<file path="src/rtl/brk_pkg.sv">
package brk_pkg;
  localparam int NUM_SLOT = 2;
  localparam int CTRL_W   = 5;

  typedef enum logic [1:0] {
    SEL_CTRL = 2'd0,
    SEL_STAT = 2'd1,
    SEL_LO   = 2'd2,
    SEL_HI   = 2'd3
  } reg_sel_e;

  // packed from bit 4 down to bit 0
  typedef struct packed {
    logic rng;
    logic fetch;
    logic arm;
    logic wr;
    logic rd;
  } brk_ctrl_t;
endpackage

</file>
<file path="src/rtl/brk_regs.sv">
module brk_regs
  import brk_pkg::*;
#(
  parameter int ADDR_W   = 16,
  parameter int RANGE_EN = 1
) (
  input  logic                               clk,
  input  logic                               rst_n,
  input  logic                               reg_wr,
  input  logic [1:0]                         reg_sel,
  input  logic [ADDR_W-1:0]                  reg_wdata,
  output brk_ctrl_t                          ctrl_q,
  output logic [NUM_SLOT-1:0][ADDR_W-1:0]    slot_addr_q
);
  localparam bit RNG_OK = (RANGE_EN != 0);

  logic ctrl_we;
  assign ctrl_we = reg_wr && (reg_sel == SEL_CTRL);

  always_ff @(posedge clk or negedge rst_n) begin
    if (!rst_n) begin
      ctrl_q <= '0;
    end else if (ctrl_we) begin
      ctrl_q.rd    <= reg_wdata[0];
      ctrl_q.wr    <= reg_wdata[1];
      ctrl_q.arm   <= reg_wdata[2];
      ctrl_q.fetch <= reg_wdata[3];
      ctrl_q.rng   <= RNG_OK ? reg_wdata[4] : 1'b0;
    end
  end

  for (genvar i = 0; i < NUM_SLOT; i++) begin : g_slot
    logic slot_we;
    assign slot_we = reg_wr && (reg_sel == (SEL_LO + 2'(i)));
    always_ff @(posedge clk or negedge rst_n) begin
      if (!rst_n)       slot_addr_q[i] <= '0;
      else if (slot_we) slot_addr_q[i] <= reg_wdata;
    end
  end
endmodule

</file>
<file path="src/rtl/brk_match.sv">
module brk_match
  import brk_pkg::*;
#(
  parameter int ADDR_W   = 16,
  parameter int RANGE_EN = 1
) (
  input  brk_ctrl_t                       ctrl,
  input  logic [NUM_SLOT-1:0][ADDR_W-1:0] slot_addr,
  input  logic                            bus_rd,
  input  logic                            bus_wr,
  input  logic [ADDR_W-1:0]               bus_addr,
  input  logic                            fetch_vld,
  input  logic [ADDR_W-1:0]               fetch_addr,
  output logic [NUM_SLOT-1:0]             hit_set
);
  localparam int WA_W = ADDR_W - 1;

  logic [WA_W-1:0] bus_wa, fetch_wa;
  logic            data_q, fetch_q;
  logic [NUM_SLOT-1:0] exact_hit;
  logic            range_hit;

  assign bus_wa   = bus_addr[ADDR_W-1:1];
  assign fetch_wa = fetch_addr[ADDR_W-1:1];
  assign data_q   = (ctrl.rd & bus_rd) | (ctrl.wr & bus_wr);
  assign fetch_q  = ctrl.fetch & fetch_vld;

  for (genvar i = 0; i < NUM_SLOT; i++) begin : g_cmp
    logic [WA_W-1:0] slot_wa;
    assign slot_wa = slot_addr[i][ADDR_W-1:1];
    assign exact_hit[i] = ctrl.arm & ~ctrl.rng &
                          ((data_q  & (bus_wa   == slot_wa)) |
                           (fetch_q & (fetch_wa == slot_wa)));
  end

  if (RANGE_EN != 0) begin : g_range
    logic [WA_W-1:0] lo_wa, hi_wa;
    logic            bus_in, fetch_in;
    assign lo_wa    = slot_addr[0][ADDR_W-1:1];
    assign hi_wa    = slot_addr[1][ADDR_W-1:1];
    assign bus_in   = (bus_wa   >= lo_wa) && (bus_wa   <= hi_wa);
    assign fetch_in = (fetch_wa >= lo_wa) && (fetch_wa <= hi_wa);
    assign range_hit = ctrl.arm & ctrl.rng &
                       ((data_q & bus_in) | (fetch_q & fetch_in));
  end else begin : g_no_range
    assign range_hit = 1'b0;
  end

  assign hit_set = exact_hit | {NUM_SLOT{range_hit}};

  logic unused_lsb;
  assign unused_lsb = ^{bus_addr[0], fetch_addr[0], slot_addr[0][0], slot_addr[1][0]};
endmodule

</file>
<file path="src/rtl/brk_pend.sv">
module brk_pend #(
  parameter int N = 2
) (
  input  logic         clk,
  input  logic         rst_n,
  input  logic [N-1:0] set_i,
  input  logic [N-1:0] clr_i,
  output logic [N-1:0] pend_q
);
  always_ff @(posedge clk or negedge rst_n) begin
    if (!rst_n) pend_q <= '0;
    else        pend_q <= set_i | (pend_q & ~clr_i);
  end
endmodule

</file>
<file path="src/rtl/brk_watch_unit.sv">
module brk_watch_unit
  import brk_pkg::*;
#(
  parameter int ADDR_W   = 16,
  parameter int RANGE_EN = 1
) (
  input  logic              clk,
  input  logic              rst_n,
  input  logic              reg_wr,
  input  logic [1:0]        reg_sel,
  input  logic [ADDR_W-1:0] reg_wdata,
  output logic [ADDR_W-1:0] reg_rdata,
  input  logic              bus_rd,
  input  logic              bus_wr,
  input  logic [ADDR_W-1:0] bus_addr,
  input  logic              fetch_vld,
  input  logic [ADDR_W-1:0] fetch_addr,
  output logic [1:0]        hit_flags,
  output logic              halt_req
);
  brk_ctrl_t                       ctrl_q;
  logic [NUM_SLOT-1:0][ADDR_W-1:0] slot_addr_q;
  logic [NUM_SLOT-1:0]             hit_set, hit_clr, pend_q;

  brk_regs #(.ADDR_W(ADDR_W), .RANGE_EN(RANGE_EN)) u_regs (
    .clk(clk), .rst_n(rst_n), .reg_wr(reg_wr), .reg_sel(reg_sel),
    .reg_wdata(reg_wdata), .ctrl_q(ctrl_q), .slot_addr_q(slot_addr_q)
  );

  brk_match #(.ADDR_W(ADDR_W), .RANGE_EN(RANGE_EN)) u_match (
    .ctrl(ctrl_q), .slot_addr(slot_addr_q), .bus_rd(bus_rd), .bus_wr(bus_wr),
    .bus_addr(bus_addr), .fetch_vld(fetch_vld), .fetch_addr(fetch_addr),
    .hit_set(hit_set)
  );

  assign hit_clr = (reg_wr && (reg_sel == SEL_STAT)) ? reg_wdata[NUM_SLOT-1:0] : '0;

  brk_pend #(.N(NUM_SLOT)) u_pend (
    .clk(clk), .rst_n(rst_n), .set_i(hit_set), .clr_i(hit_clr), .pend_q(pend_q)
  );

  always_comb begin
    unique case (reg_sel)
      SEL_CTRL: reg_rdata = ADDR_W'(ctrl_q);
      SEL_STAT: reg_rdata = ADDR_W'(pend_q);
      SEL_LO:   reg_rdata = slot_addr_q[0];
      default:  reg_rdata = slot_addr_q[1];
    endcase
  end

  assign hit_flags = pend_q;
  assign halt_req  = ctrl_q.arm & (|pend_q);
endmodule

</file>
<file path="config.mk">
export PLATFORM = sky130hd
export DESIGN_NAME = brk_watch_unit
export DESIGN_NICKNAME = d
export VERILOG_FILES = /design/src/rtl/brk_pkg.sv /design/src/rtl/brk_regs.sv /design/src/rtl/brk_match.sv /design/src/rtl/brk_pend.sv /design/src/rtl/brk_watch_unit.sv
export SDC_FILE = /design/constraint.sdc
export NUM_CORES = 1
export LEC_CHECK = 0
export BUFFER_PORTS_ARGS = -buffer_cell sky130_fd_sc_hd__buf_2
export CORE_MARGIN = 3
export CORE_UTILIZATION = 50
export DETAILED_ROUTE_END_ITERATION = 16
export PLACE_DENSITY = 0.86
export RECOVER_POWER = 50
export SYNTH_ARGS = -nofsm -noshare
export SYNTH_HDL_FRONTEND = slang
export SYNTH_SLANG_ARGS = --single-unit
</file>
<file path="constraint.sdc">
create_clock -name clk -period 1.9 [get_ports clk]
set_input_delay 0.095 -clock clk [delete_from_list [all_inputs] [get_ports clk]]
set_output_delay 0.095 -clock clk [all_outputs]
set_load 0.05 [all_outputs]
</file>
==> flow_summary.json, run 1 <==
{
  "outcome": "finished, violations left",
  "violations_in_the_final_reports": "negative setup slack",
  "timing.critical_path.slowest_cell_delay_ns": 0.38,
  "grt_setup_unrepaired": "yes",
  "nFillCells": 469,
  "via_count_of_the_first_global_routing_pass": 2963,
  "worst_setup_path_start_kind": "flop",
  "commonest_non_fill_non_tap_cells_in_the_layout": "68 x buf_2, 50 x ha_1, 39 x dfrtp_1",
  "ys.warnings.count": 0,
  "gr-usage-all-layers_pct": 24.5,
  "fmax_mhz": 476,
  "placement.io_buffers": 72,
  "final_common_cell": "buf_2",
  "totalPowerFinal_mw": 3.66,
  "cp_max_fo": 3,
  "worst-slew-pin-transition_ns": 1.00,
  "power_per_cell_area_nw_per_um2": 883,
  "die_x_microns": 86.8,
  "antenna_left": 0,
  "critPathRequiredTime_ns": 2.08,
  "worst_setup_path_end_kind": "flop",
  "vias_per_cell": 6.02,
  "critPathKind": "reg2reg",
  "drt-pass1-iter-count": 5,
  "postSynthAreaPerCell_sq_um": 10.5,
  "initial_cell_density_of_the_core_pct": 53.2,
  "min-delay-path-class": "in2reg",
  "clock_insertion_delay_worst_skew_ns": 0.30,
  "max_cap_viol_count": 0,
  "routed_wirelength_microns": 8950,
  "async_reset_ff_share_pct": 100,
  "ys_seq_elements": 39,
  "area.sequential_sq_um": 976,
  "clock_sinks": 39,
  "timing.max_slew.rel_slack_pct": 33.2,
  "antenna-diode-count": 0,
  "slew_viol_final": 0,
  "netlist-cell-type-count": 41,
  "synth_edf_count": 0,
  "preCtsSetupSlack_ns": -0.151,
  "place.gp.congestion": 0.939,
  "drt_first_iter_violations": 115,
  "final_layout_size_suffix_gt1_share_pct": 33.6,
  "number_of_antenna_violations_at_the_first_check_in_global_routing": 0,
  "fin_ws_ns": -0.200,
  "fin_util_pct": 67.6,
  "setup_tns_ns": -0.393,
  "critPathArrivalTime_ns": 2.28,
  "design.final.nets": 526,
  "final_period_minus_worst_setup_slack_ns": 2.10,
  "cts_inserted_buffers": 5,
  "syn2layout_area_growth_pct": 27.1,
  "cts_tree": "done",
  "grt_pass1_wl_microns": 14200,
  "synth_sequential_area_ratio_pct": 29.9,
  "clkTransAtPathRegs_ns": 0.08,
  "hold-worst-slack_ns": 0.0220,
  "drc_errors": 0,
  "clock-skew-final_ns": 0.00333,
  "floorplan.io_pins": 75,
  "irDropWorstVdd_mv": 0.673,
  "list_of_cells_traversed_by_the_critical_path": "inv_1 > ha_1 > nand4_1 > nor2_2 > o31ai_1 > a31oi_1 > o32ai_4 > a221o_1",
  "power.static_leakage_nw": 2.03,
  "timing.critical_path.slowest_stage_cell": "dfrtp_1",
  "h-tree-depth": 2,
  "grt_start_max_net_pins": 40,
  "clock_tree.buffer_depth": 2,
  "synth_top_flop_cell": "dfrtp_1",
  "routed_wire_length_per_instance_microns": 18.4,
  "synth_fp_nets": 428,
  "coreArea_sq_um": 6130,
  "count_of_vias_placed_by_the_detailed_router": 2925,
  "detailed_place_hpwl_microns": 6830,
  "fp.dieH_microns": 86.8,
  "die_area_sq_um": 7530,
  "setup.reg_to_reg.worst_slack_ns": -0.20,
  "hold_violations": 0,
  "ctsRootBufferMaster": "clkbuf_8",
  "overflow": 0,
  "syn_area_sq_um": 3260,
  "fin_crit_sh_pct": 111,
  "rows": 28,
  "gate_count_post_synth": 312,
  "multi_input_area_sq_um": 2290,
  "finalSetupViolations": 2
}
final timing paths:
kind,end,cells after the start,from
worst max register to register,u_pend.pend_q[0],8,u_regs.slot_addr_q[29]
max in group asynchronous,u_regs.slot_addr_q[13],2,rst_n
worst min register to register,u_regs.slot_addr_q[0],1,u_regs.slot_addr_q[0]
worst min-delay path,u_regs.slot_addr_q[26],2,reg_wdata[10]
worst max-delay path,u_pend.pend_q[0],8,u_regs.slot_addr_q[29]
min in group asynchronous,u_regs.ctrl_q[4],2,rst_n
kinds of logic (layout without fill, tap and decap cells):
family,count (synthesis),in the layout,synth area share [%]
AO/OA/AOI/OAI,58,58,12.8
adder cells (fa/ha/maj),60,60,23.0
buffers and inverters,38,137,4.53
flip-flops,39,39,29.9
multiplexers,50,50,17.5
AND/OR/NAND/NOR,67,67,12.2
critical path: cells and delay by family, from the launching register on:
kind                       cells  cell delay, ns
AOI/OAI and AO/OA              4            0.81
and+or+nand+nor                2            0.42
DFF                            1            0.38
adders and majority gates      1            0.29
buffers and inverters          1            0.08
synthesized netlist by cell type (3+ instances only):
| master | number | area, sq um |
|---|---|---|
| inv_1 | 31 | 116 |
| a211oi_1 | 4 | 30.0 |
| nor2b_1 | 12 | 75.1 |
| o21ai_0 | 9 | 45.0 |
| o21ai_1 | 3 | 15.0 |
| clkbuf_1 | 3 | 11.3 |
| buf_2 | 4 | 20.0 |
| mux2_2 | 6 | 67.6 |
| nand3_1 | 8 | 40.0 |
| nor4_1 | 3 | 18.8 |
| dfrtp_1 | 39 | 976 |
| nand4_1 | 12 | 75.1 |
| mux2i_1 | 11 | 110 |
| nand3b_1 | 5 | 37.5 |
| a21oi_1 | 20 | 100 |
| nor2_1 | 9 | 33.8 |
| nand2_1 | 10 | 37.5 |
| a22o_1 | 4 | 35.0 |
| ha_1 | 60 | 751 |
| mux2_1 | 31 | 349 |
final cells by class:
class	instances	area share [%]
Sequential cell	39	23.6
Tap cell	75	2.27
Inverter	31	2.81
Clock inverter	2	0.936
Multi-Input combinational cell	235	55.4
Timing Repair Buffer	98	13.1
Clock buffer	6	1.99
per-stage QoR:
step	cell area, sq um	cells
2_1_floorplan	3260	312
3_3_place_gp	3850	474
3_5_place_dp	3850	474
4_1_cts	4140	485
5_1_grt	4140	486
6_report	4140	486
flip-flops by register name, indices dropped and copies added, names as in the netlist:
register,count
u_regs.slot_addr_q,32
u_pend.pend_q,2
u_regs.ctrl_q,5
what timing repair did:
action | CTS | global route
setup endpoints to repair | 2 | 2
setup buffers | 2 | 1
gates cloned | 0 | 0
pin swaps | 3 | 4
gates resized for setup | 20 | 3
hold endpoints to repair | 39 | 0
hold buffers | 1 | 0
power by group:
group	switching [mW]	internal, mW
Sequential	0.148	0.999
Combinational	1.04	0.726
Clock	0.312	0.432
Total	1.50	2.16
routing by layer:
layer  vias up  share of wire, %  track usage, %  wire length [microns]
met4         0               3.9            9.63                    349
met1      1379                42            30.5                   3720
met3        37               6.5            4.18                    586
met5         -                 0               0                      0
met2       149                48            42.1                   4290
li1       1360                 -               -                      -
Note: power is estimated with default switching activity, not from simulation.
==> run 2, diff against run 1 <==
--- a/config.mk
+++ b/config.mk
@@ -5,11 +5,12 @@
 export SDC_FILE = /design/constraint.sdc
 export NUM_CORES = 1
 export LEC_CHECK = 0
+export ABC_AREA = 1
 export BUFFER_PORTS_ARGS = -buffer_cell sky130_fd_sc_hd__buf_2
 export CORE_MARGIN = 3
 export CORE_UTILIZATION = 50
 export DETAILED_ROUTE_END_ITERATION = 16
-export PLACE_DENSITY = 0.86
+export PLACE_DENSITY = 0.85
 export RECOVER_POWER = 50
 export SYNTH_ARGS = -nofsm -noshare
 export SYNTH_HDL_FRONTEND = slang
==> run 2 against run 1 <==
The flow now finishes without violations. Critical endpoint unchanged. Total power fell by 16%. Sequential power fell by 7%. Combinational power fell by 18%. Synthesized cell count rose by 51%. Setup slack improved by 0.37 ns. Non-clock buffer count fell by 25. First-iteration DRC count rose by 77%. Cell area fell by 6.6%. Utilization fell by 8.3 points. Die area rose by 5.5%.
==> flow_summary.json, run 2 <==
{
  "die_x_microns": 89.1,
  "critPathKind": "reg2reg",
  "gr-usage-all-layers_pct": 23.3,
  "final_period_minus_worst_setup_slack_ns": 1.73,
  "vias_per_cell": 5.37,
  "cts_tree": "done",
  "route.top_layer_used": "met4",
  "power_per_cell_area_nw_per_um2": 794,
  "cts_inserted_buffers": 5,
  "ys.warnings.count": 0,
  "hold_path_startpoint": "reg_wdata[14]",
  "synth.area.top_cells": "dfrtp_1 28%, ha_1 22%, nand2_1 16%, inv_1 8.3%, o21ai_2 4.1%",
  "synth_adder_area_share_pct": 21.7,
  "clock-skew-final_ns": 0.00604,
  "clock_tree.buffer_depth": 2,
  "r2r_start": "u_regs.slot_addr_q[7]",
  "initial_cell_density_of_the_core_pct": 52.9,
  "worst_reg2reg_endpoint": "u_pend.pend_q[0]",
  "crit_path_start": "u_regs.slot_addr_q[7]",
  "gate_count_post_synth": 471,
  "via_count_of_the_first_global_routing_pass": 3230,
  "synth.top_cells.by_count": "148 x nand2_1, 76 x inv_1, 60 x ha_1, 39 x dfrtp_1, 21 x nor2_1",
  "number_of_antenna_violations_at_the_first_check_in_global_routing": 0,
  "h-tree-depth": 2,
  "routed_wirelength_microns": 9020,
  "rows": 29,
  "grt_setup_unrepaired": "no",
  "placedInstanceArea_sq_um": 3840,
  "timing.max_slew.rel_slack_pct": 36.3,
  "r2r_cells": 12,
  "post_synth_and_or_nand_nor_area_fraction_pct": 24.9,
  "synth_compound_gate_area_share_pct": 14.5,
  "whs_path_depth": 3,
  "final_common_cell": "nand2_1",
  "clock_sinks": 39,
  "fp.dieH_microns": 89.1,
  "area.sequential_sq_um": 976,
  "syn2layout_area_growth_pct": 12.1,
  "syn_area_sq_um": 3450,
  "final_cell_count_no_fill": 621,
  "antenna-diode-count": 0,
  "postSynthAreaPerCell_sq_um": 7.33,
  "netlist-cell-type-count": 28,
  "grt_pass1_wl_microns": 14400,
  "routed_wire_length_per_instance_microns": 14.5,
  "drt-pass1-iter-count": 5,
  "placement.io_buffers": 72,
  "drt_first_iter_violations": 204,
  "dp.cells": 612,
  "regMostFlops": "u_regs.slot_addr_q",
  "ys_seq_elements": 39,
  "cts_resized": 0,
  "hold_violations": 0,
  "synth_sequential_area_ratio_pct": 28.3,
  "irDropWorstVdd_mv": 0.544,
  "post_synth_mux_area_share_pct": 0,
  "ctsRootBufferMaster": "clkbuf_8",
  "fmax_mhz": 578,
  "clock_insertion_delay_worst_skew_ns": 0.29,
  "detailed_place_hpwl_microns": 7460,
  "design.final.nets": 659,
  "overflow": 0,
  "finalSetupViolations": 0,
  "critPathArrivalTime_ns": 1.92,
  "min_delay_worst_endpoint": "u_regs.slot_addr_q[14]",
  "slew_viol_final": 0,
  "largest_reg_flops": 32,
  "floorplan.io_pins": 75,
  "count_of_vias_placed_by_the_detailed_router": 3335,
  "synth_top_flop_cell": "dfrtp_1",
  "synth_top_area_share_pct": 28.3,
  "worst_setup_path_start_kind": "flop",
  "fin_util_pct": 59.3,
  "wl_met3_microns": 399,
  "commonest_non_fill_non_tap_cells_in_the_layout": "150 x nand2_1, 77 x inv_1, 68 x buf_2",
  "cp_max_fo": 3,
  "outcome": "finished, final reports clean",
  "setup_tns_ns": 0,
  "drc_errors": 0,
  "critPathRequiredTime_ns": 2.09,
  "min-delay-path-class": "in2reg",
  "worst-slew-pin-transition_ns": 0.956,
  "synth_most_common_cell": "nand2_1",
  "max_cap_viol_count": 0,
  "clkTransAtPathRegs_ns": 0.08,
  "layout.cell_area.non_filler_sq_um": 3870,
  "m1WireLength_microns": 4000,
  "antenna_left": 0,
  "coreArea_sq_um": 6530,
  "place.gp.congestion": 0.900,
  "synth_fp_nets": 587,
  "hold-worst-slack_ns": 0.0591,
  "die_area_sq_um": 7940,
  "multi_input_area_sq_um": 2050,
  "worst_setup_path_end_kind": "flop",
  "synth_edf_count": 0,
  "reg_top3": "u_regs.slot_addr_q: 32 flops, u_regs.ctrl_q: 5 flops, u_pend.pend_q: 2 flops",
  "final_layout_size_suffix_gt1_share_pct": 16.9,
  "synth_top_family_by_area": "simple AND/OR/NAND/NOR gates",
  "met2_wirelength_microns": 4380,
  "nFillCells": 626,
  "grt_start_max_net_pins": 40,
  "synth_xor_xnor_area_share_pct": 0,
  "setup.reg_to_reg.worst_slack_ns": 0.17,
  "fin_crit_sh_pct": 91.1,
  "power.static_leakage_nw": 2.21,
  "yosysTopAreaCell": "dfrtp_1",
  "async_reset_ff_share_pct": 100
}
## run 2: cell count changes after synthesis, sizes merged, moves of 12 or more
cell,delta
nand2,+141
inv,+48
mux2,-37
o21ai,+30
nor2b,-12
nor2,+19
## run 2: metal layers
metal  global-route usage (%)  vias to the layer above
li1                         -                     1664
met1                     30.5                     1546
met2                     39.8                      105
met3                     2.12                       20
met4                     8.93                        0
met5                        0                        -
## run 2: what timing repair did
item / in CTS / in global routing
hold endpoints to repair: 39 / 0
hold buffers: 1 / 0
buffers inserted: 0 / 0
## run 2: worst max-delay path by stage
stage	endpoint	depth (start not counted)
2_1_floorplan	halt_req	2
3_3_place_gp	u_pend.pend_q[1]	12
3_5_place_dp	u_pend.pend_q[0]	12
4_1_cts	u_pend.pend_q[0]	12
5_1_grt	u_pend.pend_q[0]	13
6_report	u_pend.pend_q[0]	12
## run 2: kinds of logic (layout without fill, tap and decap cells)
group | count (synthesis) | after routing
compound gates | 80 | 80
fa+ha+maj | 60 | 60
simple gates | 205 | 205
flops | 39 | 39
buf+inv | 87 | 160
## run 2: layout make-up
type	count	area share, %
Clock inverter	3	0.517
Inverter	79	7.66
Timing Repair Buffer	73	9.47
Sequential cell	39	25.2
Tap cell	77	2.49
Multi-Input combinational cell	345	52.9
Clock buffer	5	1.78
## run 2: metrics by stage
stage / power [mW] / worst slack, ns
detailed placement: 2.56 / 0.230
global route: 3.31 / 0.00918
floorplan: 2.14 / 0.415
global placement: 2.48 / 0.256
finish: 3.07 / 0.169
CTS: 3.11 / 0.200
## run 2: critical path, cell delays in order (launching register included)
cell and delay (ns):
dfrtp_1 0.38, inv_1 0.15, ha_1 0.27, nand2_1 0.09
inv_1 0.04, a21oi_1 0.20, nand2_1 0.08, nand2_1 0.08
nand3_2 0.07, nand3_2 0.08, nand2_1 0.06, nand2_1 0.07
nand2_1 0.05
## run 2: where the power goes
group          switching (mW)  internal (mW)
Clock                   0.301          0.255
Sequential              0.102          0.971
Combinational           0.965          0.480
Total                    1.37           1.71
==> run 3, diff against run 2 <==
--- a/config.mk
+++ b/config.mk
@@ -7,10 +7,11 @@
 export LEC_CHECK = 0
 export ABC_AREA = 1
 export BUFFER_PORTS_ARGS = -buffer_cell sky130_fd_sc_hd__buf_2
+export CORE_ASPECT_RATIO = 1.5
 export CORE_MARGIN = 3
-export CORE_UTILIZATION = 50
+export CORE_UTILIZATION = 40
 export DETAILED_ROUTE_END_ITERATION = 16
-export PLACE_DENSITY = 0.85
+export PLACE_DENSITY = 0.72
 export RECOVER_POWER = 50
 export SYNTH_ARGS = -nofsm -noshare
 export SYNTH_HDL_FRONTEND = slang
==> run 3 against run 2 <==
Critical endpoint is now u_pend.pend_q[1]. Clock skew is essentially flat. Non-clock buffer count stayed put. Worst hold slack gained 0.019 ns. Combinational power barely moved. First-iteration DRC count is 39% lower. Routed wire length grew 0.94%. Global-route usage is 4.0 points lower. Utilization is 11 points lower. Register-to-register slack improved by 0.02 ns. Highest routed layer unchanged. Cell area up 3.0%. Via count shrank 1.9%.
==> flow_summary.json, run 3 (synthesized netlist as in run 2, its figures left out) <==
{
  "preCtsSetupSlack_ns": 0.233,
  "power.share.combinational_pct": 41.9,
  "fin_util_pct": 48.6,
  "count_of_vias_placed_by_the_detailed_router": 3272,
  "coreArea_sq_um": 8210,
  "worst_setup_path_start_kind": "flop",
  "worst_path_dominant_cell_family": "simple AND/OR/NAND/NOR gates",
  "placement.io_buffers": 72,
  "p_int_mw": 2.07,
  "m1WireLength_microns": 3650,
  "fin_ws_ns": 0.187,
  "routed_wirelength_microns": 9100,
  "irDropWorstVdd_mv": 0.401,
  "min-delay-path-class": "in2reg",
  "timing.critical_path.slowest_cell_delay_ns": 0.35,
  "drt_first_iter_violations": 124,
  "clock_insertion_delay_worst_skew_ns": 0.28,
  "final_period_minus_worst_setup_slack_ns": 1.71,
  "via_count_of_the_first_global_routing_pass": 3306,
  "largest_reg_flops": 32,
  "clock_power_share_pct": 27.0,
  "gr-usage-all-layers_pct": 19.3,
  "setup_tns_ns": 0,
  "grt_setup_unrepaired": "no",
  "clkTransAtPathRegs_ns": 0.06,
  "ctsRootBufferMaster": "clkbuf_16",
  "initial_cell_density_of_the_core_pct": 42.1,
  "worst-slew-pin-transition_ns": 0.951,
  "dp.cells": 640,
  "drt-pass1-iter-count": 4,
  "design.final.nets": 659,
  "final_cell_count_no_fill": 649,
  "fraction_of_power_spent_switching_nets_pct": 40.0,
  "final_common_cell": "nand2_1",
  "post-cts-setup-buffers": 0,
  "outcome": "finished, final reports clean",
  "critPathArrivalTime_ns": 1.93,
  "fmax_mhz": 584,
  "cp_max_fo": 3,
  "number_of_antenna_violations_at_the_first_check_in_global_routing": 0,
  "critPathKind": "reg2reg",
  "syn2layout_area_growth_pct": 15.4,
  "clock_sinks": 39,
  "die_x_microns": 81.9,
  "cts_inserted_buffers": 5,
  "hold_violations": 0,
  "vias_per_cell": 5.04,
  "grt_pass1_wl_microns": 14800,
  "cts_tree": "done",
  "timing.max_slew.rel_slack_pct": 36.6,
  "totalPowerFinal_mw": 3.45,
  "cts_resized": 0,
  "reg_top3": "u_regs.slot_addr_q: 32 flops, u_regs.ctrl_q: 5 flops, u_pend.pend_q: 2 flops",
  "place.gp.congestion": 0.859,
  "worst_setup_path_end_kind": "flop",
  "antenna_left": 0,
  "clock-skew-final_ns": 0.00556,
  "critical_path_cell_count": 10,
  "finalSetupViolations": 0,
  "slew_viol_final": 0,
  "max_cap_viol_count": 0,
  "regMostFlops": "u_regs.slot_addr_q",
  "routed_wire_length_per_instance_microns": 14.0,
  "floorplan.io_pins": 75,
  "commonest_non_fill_non_tap_cells_in_the_layout": "150 x nand2_1, 77 x inv_1, 68 x buf_2",
  "overflow": 0,
  "clock_tree.buffer_depth": 2,
  "whs_path_depth": 3,
  "power_per_cell_area_nw_per_um2": 866,
  "fin_crit_sh_pct": 90.2,
  "h-tree-depth": 2,
  "timing.critical_path.slowest_stage_cell": "dfrtp_1",
  "fp.dieH_microns": 120,
  "met2_wirelength_microns": 4740,
  "power.static_leakage_nw": 2.25,
  "drc_errors": 0,
  "rows": 40,
  "final_layout_size_suffix_gt1_share_pct": 16.9,
  "portion_of_total_power_attributed_to_sequential_cells_pct": 31.1,
  "list_of_cells_traversed_by_the_critical_path": "inv_1 > ha_1 > nand2_1 > inv_1 > nand3_1 > nor2_1 > nand4_1 > o21ai_0 > a21boi_1 > nand2_1",
  "timing.critical_path.buf_inv": 2,
  "route.top_layer_used": "met4",
  "antenna-diode-count": 0,
  "die_area_sq_um": 9800,
  "critPathRequiredTime_ns": 2.12,
  "detailed_place_hpwl_microns": 7660,
  "r2r_cells": 10,
  "wl_met3_microns": 372,
  "p_switching_mw": 1.38,
  "grt_start_max_net_pins": 40
}
## run 3: path summary, 6_finish.rpt
| kind | start | endpoint | slack [ns] |
|---|---|---|---|
| max in group asynchronous | rst_n | u_regs.slot_addr_q[26] | 0.81 |
| worst max register to register | u_regs.slot_addr_q[27] | u_pend.pend_q[1] | 0.19 |
| worst min register to register | u_regs.slot_addr_q[16] | u_regs.slot_addr_q[16] | 0.49 |
| worst min-delay path | reg_wdata[14] | u_regs.slot_addr_q[30] | 0.08 |
| min in group asynchronous | rst_n | u_regs.slot_addr_q[17] | 0.49 |
| worst max-delay path | u_regs.slot_addr_q[27] | u_pend.pend_q[1] | 0.19 |
## run 3: stage by stage
step | hold slack [ns] | area (sq um)
after detailed placement | 0.243 | 3870
final | 0.0777 | 3990
after global placement | 0.235 | 3870
after global routing | 0.0910 | 3990
after CTS | 0.0736 | 4050
after floorplan | -0.201 | 3450
## run 3: area by class of cell
cell class                 instances  area, sq um
fill                             877         4220
multi-input combinational        345         2050
sequential                        39          976
timing repair buffer              73          367
inverter                          79          297
tap                              105          131
clock buffer                       5          125
clock inverter                     3         43.8
## run 3: per-layer routing
metal / global-route usage (%) / vias to the layer above
met1: 22.5 / 1499
met2: 34.7 / 84
met4: 9.46 / 0
met5: 0 / -
met3: 1.13 / 21
li1: - / 1668
## run 3: power groups by stage
stage                     registers [mW]  logic [mW]  clock network [mW]
after floorplan                     1.11        1.03                   0
after global placement              1.08        1.43                   0
after detailed placement            1.08        1.48                   0
after CTS                           1.07        1.49               0.956
after global routing                1.09        1.63               0.991
final                               1.07        1.45               0.931
## run 3: worst reg2reg max path, delay by kind of cell, from the launching register on
family / cells / cell delay, ns
AO/OA/AOI/OAI: 2 / 0.38
flip-flops: 1 / 0.35
buffers and inverters: 2 / 0.19
AND/OR/NAND/NOR: 5 / 0.44
adder cells (fa/ha/maj): 1 / 0.30
## run 3: what timing repair did
action | in CTS | in global routing
hold buffers | 1 | 0
setup endpoints to repair | 0 | 0
hold endpoints to repair | 39 | 0
